**config.mk**
```make
export PLATFORM = sky130hd
export DESIGN_NAME = i2c_reg_target
export DESIGN_NICKNAME = d
export VERILOG_FILES = /design/src/rtl/i2c_tgt_pkg.sv /design/src/rtl/i2c_bus_sync.sv /design/src/rtl/i2c_addr_latch.sv /design/src/rtl/i2c_byte_engine.sv /design/src/rtl/i2c_reg_target.sv
export SDC_FILE = /design/constraint.sdc
export NUM_CORES = 1
export LEC_CHECK = 0
export CORE_MARGIN = 10
export CORE_UTILIZATION = 50
export CTS_CLUSTER_DIAMETER = 150
export DETAILED_ROUTE_END_ITERATION = 16
export HOLD_SLACK_MARGIN = 0.02
export PLACE_DENSITY = 0.8
export SYNTH_ARGS = -nofsm -noshare
export SYNTH_HDL_FRONTEND = slang
export SYNTH_HIERARCHICAL = 1
export SYNTH_SLANG_ARGS = --single-unit
```
**constraint.sdc**
```tcl
create_clock -name clk_i -period 2.4 [get_ports clk_i]
set_clock_uncertainty 0.1 [all_clocks]
set_input_delay 0.24 -clock clk_i [delete_from_list [all_inputs] [get_ports clk_i]]
set_output_delay 0.24 -clock clk_i [all_outputs]
set_load 0.1 [all_outputs]
```
**src/rtl/i2c_tgt_pkg.sv**
```systemverilog
package i2c_tgt_pkg;
  localparam int BYTE_W = 8;
  typedef enum logic [2:0] {
    ST_IDLE,
    ST_CTRL,
    ST_PTR,
    ST_WR,
    ST_RD
  } tgt_state_e;
endpackage

```
**src/rtl/i2c_bus_sync.sv**
```systemverilog
module i2c_bus_sync #(
  parameter int STAGES = 2
) (
  input  logic clk_i,
  input  logic rst_ni,
  input  logic scl_i,
  input  logic sda_i,
  output logic sda_o,
  output logic scl_rise_o,
  output logic scl_fall_o,
  output logic start_o,
  output logic stop_o
);
  logic [STAGES-1:0] scl_pipe, sda_pipe;
  logic scl_d, sda_d, scl_s;

  always_ff @(posedge clk_i or negedge rst_ni) begin
    if (!rst_ni) begin
      scl_pipe <= '1;
      sda_pipe <= '1;
      scl_d    <= 1'b1;
      sda_d    <= 1'b1;
    end else begin
      scl_pipe <= {scl_pipe[STAGES-2:0], scl_i};
      sda_pipe <= {sda_pipe[STAGES-2:0], sda_i};
      scl_d    <= scl_pipe[STAGES-1];
      sda_d    <= sda_pipe[STAGES-1];
    end
  end

  assign scl_s      = scl_pipe[STAGES-1];
  assign sda_o      = sda_pipe[STAGES-1];
  assign scl_rise_o = scl_s & ~scl_d;
  assign scl_fall_o = ~scl_s & scl_d;
  // SCL high on both samples so an SCL edge is never read as a condition
  assign start_o    = scl_s & scl_d & sda_d & ~sda_o;
  assign stop_o     = scl_s & scl_d & ~sda_d & sda_o;
endmodule

```
**src/rtl/i2c_addr_latch.sv**
```systemverilog
module i2c_addr_latch #(
  parameter int SEL_W = 3
) (
  input  logic             clk_i,
  input  logic             rst_ni,
  input  logic [SEL_W-1:0] sel_i,
  output logic [SEL_W-1:0] sel_o
);
  logic done_q;

  always_ff @(posedge clk_i or negedge rst_ni) begin
    if (!rst_ni) begin
      done_q <= 1'b0;
      sel_o  <= '0;
    end else if (!done_q) begin
      done_q <= 1'b1;
      sel_o  <= sel_i;
    end
  end

  AST_SEL_HELD: assert property (@(posedge clk_i) disable iff (!rst_ni)
    done_q |=> $stable(sel_o));
endmodule

```
**src/rtl/i2c_byte_engine.sv**
```systemverilog
module i2c_byte_engine
  import i2c_tgt_pkg::*;
#(
  parameter int                  PREFIX_W   = 4,
  parameter logic [PREFIX_W-1:0] TGT_PREFIX = 4'b0100,
  parameter int                  SEL_W      = 3,
  parameter int                  REG_AW     = 5
) (
  input  logic              clk_i,
  input  logic              rst_ni,
  input  logic              sda_i,
  input  logic              scl_rise_i,
  input  logic              scl_fall_i,
  input  logic              start_i,
  input  logic              stop_i,
  input  logic [SEL_W-1:0]  sel_i,
  output logic              sda_oe_o,
  output logic [REG_AW-1:0] reg_addr_o,
  output logic [BYTE_W-1:0] reg_wdata_o,
  output logic              reg_we_o,
  output logic              reg_re_o,
  input  logic [BYTE_W-1:0] reg_rdata_i
);
  localparam int ADDR_W = PREFIX_W + SEL_W;
  localparam int CNT_W  = $clog2(BYTE_W + 1);
  localparam logic [CNT_W-1:0] LAST_BIT = CNT_W'(BYTE_W);

  tgt_state_e        st_q;
  logic [CNT_W-1:0]  bit_cnt_q;
  logic [BYTE_W-1:0] rx_q, tx_q, wdata_q;
  logic [REG_AW-1:0] ptr_q, waddr_q;
  logic              in_ack_q, oe_q, rw_q, nack_q, we_q;
  logic [ADDR_W-1:0] tgt_addr;
  logic              rd_load;

  assign tgt_addr = {TGT_PREFIX, sel_i};

  // capture of the next read byte, at the fall that closes an ack clock
  assign rd_load = !start_i && !stop_i && in_ack_q && scl_fall_i &&
                   ((st_q == ST_CTRL && rw_q) || (st_q == ST_RD && !nack_q));

  always_ff @(posedge clk_i or negedge rst_ni) begin
    if (!rst_ni) begin
      st_q      <= ST_IDLE;
      bit_cnt_q <= '0;
      rx_q      <= '0;
      tx_q      <= '0;
      in_ack_q  <= 1'b0;
      oe_q      <= 1'b0;
      rw_q      <= 1'b0;
      nack_q    <= 1'b0;
      ptr_q     <= '0;
      we_q      <= 1'b0;
      wdata_q   <= '0;
      waddr_q   <= '0;
    end else begin
      we_q <= 1'b0;
      if (start_i) begin
        st_q      <= ST_CTRL;
        bit_cnt_q <= '0;
        in_ack_q  <= 1'b0;
        oe_q      <= 1'b0;
      end else if (stop_i) begin
        st_q     <= ST_IDLE;
        in_ack_q <= 1'b0;
        oe_q     <= 1'b0;
      end else begin
        case (st_q)
          ST_CTRL, ST_PTR, ST_WR: begin
            if (!in_ack_q) begin
              if (scl_rise_i && bit_cnt_q < LAST_BIT) begin
                rx_q      <= {rx_q[BYTE_W-2:0], sda_i};
                bit_cnt_q <= bit_cnt_q + 1'b1;
              end else if (scl_fall_i && bit_cnt_q == LAST_BIT) begin
                if (st_q == ST_CTRL && rx_q[BYTE_W-1:1] != tgt_addr) begin
                  st_q <= ST_IDLE;
                end else begin
                  oe_q     <= 1'b1;
                  in_ack_q <= 1'b1;
                  if (st_q == ST_CTRL) rw_q <= rx_q[0];
                end
              end
            end else if (scl_fall_i) begin
              in_ack_q  <= 1'b0;
              bit_cnt_q <= '0;
              oe_q      <= 1'b0;
              case (st_q)
                ST_CTRL: begin
                  if (rw_q) begin
                    st_q  <= ST_RD;
                    tx_q  <= reg_rdata_i;
                    oe_q  <= ~reg_rdata_i[BYTE_W-1];
                    ptr_q <= ptr_q + 1'b1;
                  end else begin
                    st_q <= ST_PTR;
                  end
                end
                ST_PTR: begin
                  ptr_q <= rx_q[REG_AW-1:0];
                  st_q  <= ST_WR;
                end
                default: begin
                  we_q    <= 1'b1;
                  wdata_q <= rx_q;
                  waddr_q <= ptr_q;
                  ptr_q   <= ptr_q + 1'b1;
                end
              endcase
            end
          end
          ST_RD: begin
            if (!in_ack_q) begin
              if (scl_rise_i && bit_cnt_q < LAST_BIT) begin
                bit_cnt_q <= bit_cnt_q + 1'b1;
              end else if (scl_fall_i && bit_cnt_q == LAST_BIT) begin
                oe_q     <= 1'b0;
                in_ack_q <= 1'b1;
                nack_q   <= 1'b0;
              end else if (scl_fall_i && bit_cnt_q != '0) begin
                tx_q <= {tx_q[BYTE_W-2:0], 1'b0};
                oe_q <= ~tx_q[BYTE_W-2];
              end
            end else if (scl_rise_i) begin
              nack_q <= sda_i;
            end else if (scl_fall_i) begin
              in_ack_q  <= 1'b0;
              bit_cnt_q <= '0;
              if (nack_q) begin
                st_q <= ST_IDLE;
              end else begin
                tx_q  <= reg_rdata_i;
                oe_q  <= ~reg_rdata_i[BYTE_W-1];
                ptr_q <= ptr_q + 1'b1;
              end
            end
          end
          default: ;
        endcase
      end
    end
  end

  assign sda_oe_o    = oe_q;
  assign reg_we_o    = we_q;
  assign reg_re_o    = rd_load;
  assign reg_wdata_o = wdata_q;
  assign reg_addr_o  = we_q ? waddr_q : ptr_q;

  AST_START_TO_CTRL: assert property (@(posedge clk_i) disable iff (!rst_ni)
    start_i |=> st_q == ST_CTRL);
  AST_STOP_RELEASE: assert property (@(posedge clk_i) disable iff (!rst_ni)
    stop_i |=> (st_q == ST_IDLE && !oe_q));
  AST_IDLE_QUIET: assert property (@(posedge clk_i) disable iff (!rst_ni)
    st_q == ST_IDLE |-> !oe_q && !we_q);
  AST_WE_PULSE: assert property (@(posedge clk_i) disable iff (!rst_ni)
    we_q |=> !we_q);
  AST_WE_AFTER_ACK: assert property (@(posedge clk_i) disable iff (!rst_ni)
    we_q |-> $past(in_ack_q) && $past(scl_fall_i));
  AST_NO_RW_OVERLAP: assert property (@(posedge clk_i) disable iff (!rst_ni)
    !(we_q && rd_load));
  AST_OE_ON_FALL: assert property (@(posedge clk_i) disable iff (!rst_ni)
    $rose(oe_q) |-> $past(scl_fall_i));
endmodule

```
**src/rtl/i2c_reg_target.sv**
```systemverilog
module i2c_reg_target
  import i2c_tgt_pkg::*;
#(
  parameter int                  PREFIX_W    = 4,
  parameter logic [PREFIX_W-1:0] TGT_PREFIX  = 4'b0100,
  parameter int                  SEL_W       = 3,
  parameter int                  REG_AW      = 5,
  parameter int                  SYNC_STAGES = 2
) (
  input  logic              clk_i,
  input  logic              rst_ni,
  input  logic              scl_i,
  input  logic              sda_i,
  output logic              sda_oe_o,
  input  logic [SEL_W-1:0]  addr_sel_i,
  output logic [REG_AW-1:0] reg_addr_o,
  output logic [BYTE_W-1:0] reg_wdata_o,
  output logic              reg_we_o,
  output logic              reg_re_o,
  input  logic [BYTE_W-1:0] reg_rdata_i
);
  logic             sda_s, scl_rise, scl_fall, start_c, stop_c;
  logic [SEL_W-1:0] sel;

  i2c_bus_sync #(.STAGES(SYNC_STAGES)) u_sync (
    .clk_i      (clk_i),
    .rst_ni     (rst_ni),
    .scl_i      (scl_i),
    .sda_i      (sda_i),
    .sda_o      (sda_s),
    .scl_rise_o (scl_rise),
    .scl_fall_o (scl_fall),
    .start_o    (start_c),
    .stop_o     (stop_c)
  );

  i2c_addr_latch #(.SEL_W(SEL_W)) u_sel (
    .clk_i  (clk_i),
    .rst_ni (rst_ni),
    .sel_i  (addr_sel_i),
    .sel_o  (sel)
  );

  i2c_byte_engine #(
    .PREFIX_W   (PREFIX_W),
    .TGT_PREFIX (TGT_PREFIX),
    .SEL_W      (SEL_W),
    .REG_AW     (REG_AW)
  ) u_eng (
    .clk_i       (clk_i),
    .rst_ni      (rst_ni),
    .sda_i       (sda_s),
    .scl_rise_i  (scl_rise),
    .scl_fall_i  (scl_fall),
    .start_i     (start_c),
    .stop_i      (stop_c),
    .sel_i       (sel),
    .sda_oe_o    (sda_oe_o),
    .reg_addr_o  (reg_addr_o),
    .reg_wdata_o (reg_wdata_o),
    .reg_we_o    (reg_we_o),
    .reg_re_o    (reg_re_o),
    .reg_rdata_i (reg_rdata_i)
  );
endmodule

```
## After elaboration in Yosys (flattened, before gate mapping)

Index checks and enable logic that the tools add are counted.

| storage, ports and cells | value |
|---|---|
| register bits | 55 |
| bits in latches | 0 |
| bits in writable memories | 0 |
| memory bits (read-only) | 0 |
| input port bits | 15 |
| word-level logic and storage cells | 193 |
| memories | 0 |

| operators by class | value |
|---|---|
| $add $sub $neg | 2 |
| multipliers | 0 |
| div/mod/pow operators | 0 |
| magnitude comparators | 1 |
| equality and inequality tests | 40 |
| shift operators | 0 |
| muxes and demuxes | 83 |
| bitwise operators | 19 |
| reductions and logical operators | 30 |

Operators with widths:

| operator | count |
|---|---|
| two-way mux 7 bit | 11 |
| two-way mux 5 bit | 8 |
| two-way mux 1 bit | 37 |
| two-way mux 3 bit | 12 |
| AND reduction 10 bit | 3 |
| two-way mux 4 bit | 7 |
| != test 5 x 2 -> 1 bit (second input constant) | 5 |
| one-hot mux 5 bit (2 select lines) | 2 |
| != test 2 x 1 -> 1 bit (second input constant) | 9 |
| != test 3 x 2 -> 1 bit (second input constant) | 5 |
| one-hot mux 7 bit (2 select lines) | 1 |
| AND reduction 13 bit | 1 |
| != test 4 x 1 -> 1 bit (second input constant) | 3 |
| NOT 1 bit | 12 |
| one-hot mux 3 bit (2 select lines) | 2 |
| AND reduction 6 bit | 2 |
| logical AND 1 bit | 10 |
| != test 5 x 1 -> 1 bit (second input constant) | 2 |
| != test 4 bit (second input constant) | 2 |
| one-hot mux 4 bit (2 select lines) | 1 |
| AND reduction 8 bit | 1 |
| nonzero test 4 bit | 2 |
| bitwise AND 1 bit | 7 |
| != test 7 x 6 -> 1 bit | 1 |
| other kinds (22) | 29 |

## Depth between registers and ports, before layout

| depth | value |
|---|---|
| word-level depth | 10 |
| mapped depth | 8 |
| depth with buffers taken out | 7 |

## By module

Netlist, hierarchy kept.

By module, submodules not included:

| module | times used | cells each | area an instance (µm²) | seq. area each (µm²) |
|---|---|---|---|---|
| i2c_byte_engine | 1 | 231 | 2,464.9 | 1,126.1 |
| i2c_bus_sync | 1 | 10 | 190.2 | 157.7 |
| i2c_addr_latch | 1 | 8 | 137.6 | 100.1 |

## Least setup slack after synthesis

OpenSTA, ideal clock, no wires.

| path | value |
|---|---|
| path kind | register to register |
| from | reg u_sync.sda_pipe[1] |
| to | reg u_eng.rx_q[0] |
| setup time | 0.125 ns |
| data arrival time | 2.370 ns |
| slack | -0.195 ns |
| cell stages (with the launch flop) | 7 |
| buffers on the path | 1 |
| clock period less this slack | 2.595 ns |
| cell sequence | dfstp_2 and4b_1 or2_1 buf_2 or4_4 nor3b_4 mux2_2 |

| on the way | value |
|---|---|
| cells in the longest elaborated chain, start to end | 4 |

Ends and longest elaborated chain:

| element | line | source |
|---|---|---|
| from (decl) | i2c_bus_sync.sv:14 | `logic [STAGES-1:0] scl_pipe, sda_pipe;` |
| from (signal assigned) | i2c_bus_sync.sv:25 | `sda_pipe <= {sda_pipe[STAGES-2:0], sda_i};` |
| NOT 1 bit | i2c_bus_sync.sv:36 | `assign start_o = scl_s & scl_d & sda_d & ~sda_o;` |
| bitwise AND 1 bit | i2c_bus_sync.sv:36 |  |
| named net start_c | i2c_reg_target.sv:22 | `logic sda_s, scl_rise, scl_fall, start_c, stop_c;` |
| NOT 1 bit (no source line) | -- |  |
| AND reduction 5 bit (no source line) | -- |  |
| to (signal assigned) | i2c_byte_engine.sv:72 | `rx_q <= {rx_q[BYTE_W-2:0], sda_i};` |
| to (decl) | i2c_byte_engine.sv:30 | `logic [BYTE_W-1:0] rx_q, tx_q, wdata_q;` |

The timed path passes the listed nets, and every way through them passes these cells.
A chain may end at the register's enable or synchronous reset.

## Worst setup path after layout

| path | value |
|---|---|
| from | reg u_sync.sda_pipe[1] |
| to | reg u_eng.rx_q[5] |

Same word-level chain as after synthesis.

==> reports/qor.csv <==
metric;value;unit
die_y;94.7;µm
setup_ws;0.00589;ns
cts_buffers;5;
yosysSeqAreaShare;49.6;%
placedCellCount;363;
cts.clk_slew.worst_paths;0.10;ns
cp_num_buf_inv;1;
wl;6030;µm
synth_top_family_by_area;multiplexers;
netlist.area_leader.share;43.9;%
routabilityCongestion;0.952;
die_w;94.7;µm
cts_root_buffer;clkbuf_8;
fp-row-count;27;
final_common_cell;dfrtp_1;
dp_hpwl;4370;µm
synthCells;249;
worst_pin_slew;0.780;ns
synth-simple-area-share;16.3;%
drt_iter0_markers;201;
cts_sinks;55;
antenna_found_initial;0;
peakVddDrop;0.000406;V
yosysWarnings;6;
setup_viol_count_final;0;
grt_pass1_vias;1956;
start_util;51.0;%
max_freq;0.418;GHz
rrSetupSlack;0.006;ns
seq_area;1390;µm²
synth_xor_area_share;0.941;%
synth_area_leaders;dfrtp_1 44%, mux2_2 18%, dfstp_2 5.6%;
drive_gt1_share;35.0;%
synth_mux_area_share;19.2;%
crit_slowest_cell;dfstp_2;
synth_enable_flop_cells;0;
postCtsSetupRepairBufs;0;
io_pins;31;
syn-cell-area;2790;µm²
critical_path.top_delay_family;simple AND/OR/NAND/NOR gates;
viasPerCell;5.67;
num_antenna_cells;0;
syn_area_per_cell;11.2;µm²
ctsHtreeMaxLevel;2;
multi_input_area;1330;µm²
hold_class;input port to register;
vias;2110;
hold_slack;0.231;ns
cp.required;2.50;ns
portBuffers;30;
cts_tree;built;
dieArea;8970;µm²
synthAdderAreaFrac;1.34;%
synth_top_area_cell;dfrtp_1;
fin_cells;372;
drv_cap;0;
post-place-ws;0.0143;ns
grt_max_degree;37;
synth_flop_cell;dfrtp_1;
ys_ff_latch;55;
rsz0062_at_grt;true;
wl_per_cell;16.2;µm
grtUsageTotal;13.6;%
grt_pass1_wl;9900;µm
critPathMaxStageDelay;0.54;ns
mostFrequentLayoutCells;47 x dfrtp_1, 43 x mux2_2, 37 x buf_4, 13 x clkdlybuf4s50_1, 13 x a21oi_1;
fin_nets;317;
slew_headroom;48.0;%
status;completed;
end_kind;register;
worstPathArrival;2.50;ns
syn_nets;267;
drc;0;
synth-compound-area-share;9.45;%
cp_cell_sequence;and4b_1 -> or2_1 -> or4_4 -> nor3b_4 -> buf_12 -> mux2_2;
post-route-min-period;2.39;ns
path_max_fanout;8;
slew_viol_final;0;
nFillCells;468;
core_area;5470;µm²
synth.distinct_cells;50;
clock_latency;0.31;ns
drt.antenna.violating_nets;0;
cp-start-kind;register;
hold_viol_final;0;
cts_buffer_depth;2;
final_core_util;62.6;%
worst-setup-path-type;register to register;
async_reset_ff_share;100;%
powerDensity;514;nW/µm²
area_growth;22.6;%
overflow;0;
dr.pass1.iters;4;
leakagePower;1.54;nW
fin_crit_sh;99.8;%
==> cell families (layout without fill, tap and decap cells) <==
family	after synthesis	after routing
simple gates	75	75
mux	48	48
xor+xnor	3	3
buf+inv	22	73
fa+ha+maj	3	3
flops	55	55
compound gates	42	42
other cells	1	1
==> metrics by stage <==
| stage | setup TNS (ns) | instance area (µm²) | power [mW] |
|---|---|---|---|
| final | 0 | 3420 | 1.76 |
| after global placement | 0 | 3290 | 1.15 |
| after detailed placement | 0 | 3290 | 1.15 |
| after CTS | 0 | 3410 | 1.78 |
| after global routing | -0.668 | 3420 | 1.84 |
| after floorplan | -1.70 | 2790 | 1.08 |
==> per-layer routing <==
layer  vias up  part of all wire, %  wire length [µm]  GRT usage, %
met3         6                  5.1               306          2.78
met1      1038                   46              2760          18.3
met5         -                    0                 0             0
li1       1003                    -                 -             -
met2        63                   48              2880          21.5
met4         0                  1.3                80          4.49
==> synthesized netlist by cell type, types with 3 or more instances <==
master,n
a21oi_1,13
and2_1,3
buf_2,3
clkbuf_1,7
dfrtp_1,49
dfstp_2,6
ha_1,3
inv_1,11
mux2_2,44
mux2i_1,4
nand2_1,11
nand3_1,11
nor2_1,9
nor2b_1,9
nor3_1,6
nor3b_1,4
nor4b_1,3
o21ai_0,12
o31ai_1,3
xnor2_1,3
==> path summary, 6_finish.rpt <==
check / endpoint / depth (start not counted) / start
max: u_eng/rx_q[5]$_DFFE_PN0P_ / 6 / u_sync/sda_pipe[1]$_DFF_PN1_
min: u_sync/sda_pipe[0]$_DFF_PN1_ / 1 / sda_i
max reg2reg: u_eng/rx_q[5]$_DFFE_PN0P_ / 6 / u_sync/sda_pipe[1]$_DFF_PN1_
min reg2reg: u_sync/sda_pipe[1]$_DFF_PN1_ / 0 / u_sync/sda_pipe[0]$_DFF_PN1_
max in group asynchronous: u_eng/rx_q[3]$_DFFE_PN0P_ / 3 / rst_ni
min in group asynchronous: u_eng/bit_cnt_q[2]$_DFFE_PN0P_ / 2 / rst_ni
==> worst reg2reg max path: cells and delay by family (launching register included) <==
family                 cells  cell delay [ns]
flip-flops                 1             0.54
buffers and inverters      1             0.15
AND/OR/NAND/NOR            4             1.17
multiplexers               1             0.33
==> cell type report <==
cell class                      count  area share [%]
Sequential cell                    55            40.5
Tap cell                           72            2.63
Multi-Input combinational cell    172            38.9
Clock inverter                      2            1.13
Inverter                           11            1.21
Timing Repair Buffer               54            13.5
Clock buffer                        6            2.12
==> power breakdown <==
| group | leakage, nW | internal (mW) | switching (mW) |
|---|---|---|---|
| registers | 0.712 | 0.962 | 0.0310 |
| logic | 0.769 | 0.0780 | 0.0678 |
| clock network | 0.0558 | 0.316 | 0.305 |
| total | 1.54 | 1.36 | 0.404 |
==> state kept, by name, summed over array words and instances (netlist names) <==
signal	count
u_eng/reg_wdata_o	8
u_eng/rx_q	8
u_eng/tx_q	7
u_eng/ptr_q	5
u_eng/waddr_q	5
u_eng/bit_cnt_q	4
u_eng/st_q	3
u_sel/sel_o	3
u_sync/scl_pipe	2
u_sync/sda_pipe	2
u_eng/in_ack_q	1
u_eng/nack_q	1
u_eng/reg_we_o	1
u_eng/rw_q	1
u_eng/sda_oe_o	1
u_sel/done_q	1
u_sync/scl_d	1
u_sync/sda_d	1
==> repair_timing <==
action | 4_1_cts | 5_1_grt
gates resized for setup | 1 | 4
hold endpoints to repair | 28 | 0
hold buffers | 1 | 0
cloned | 0 | 0
endpoints found under the setup margin | 1 | 12
No activity file was read; power rests on OpenSTA's default activity.
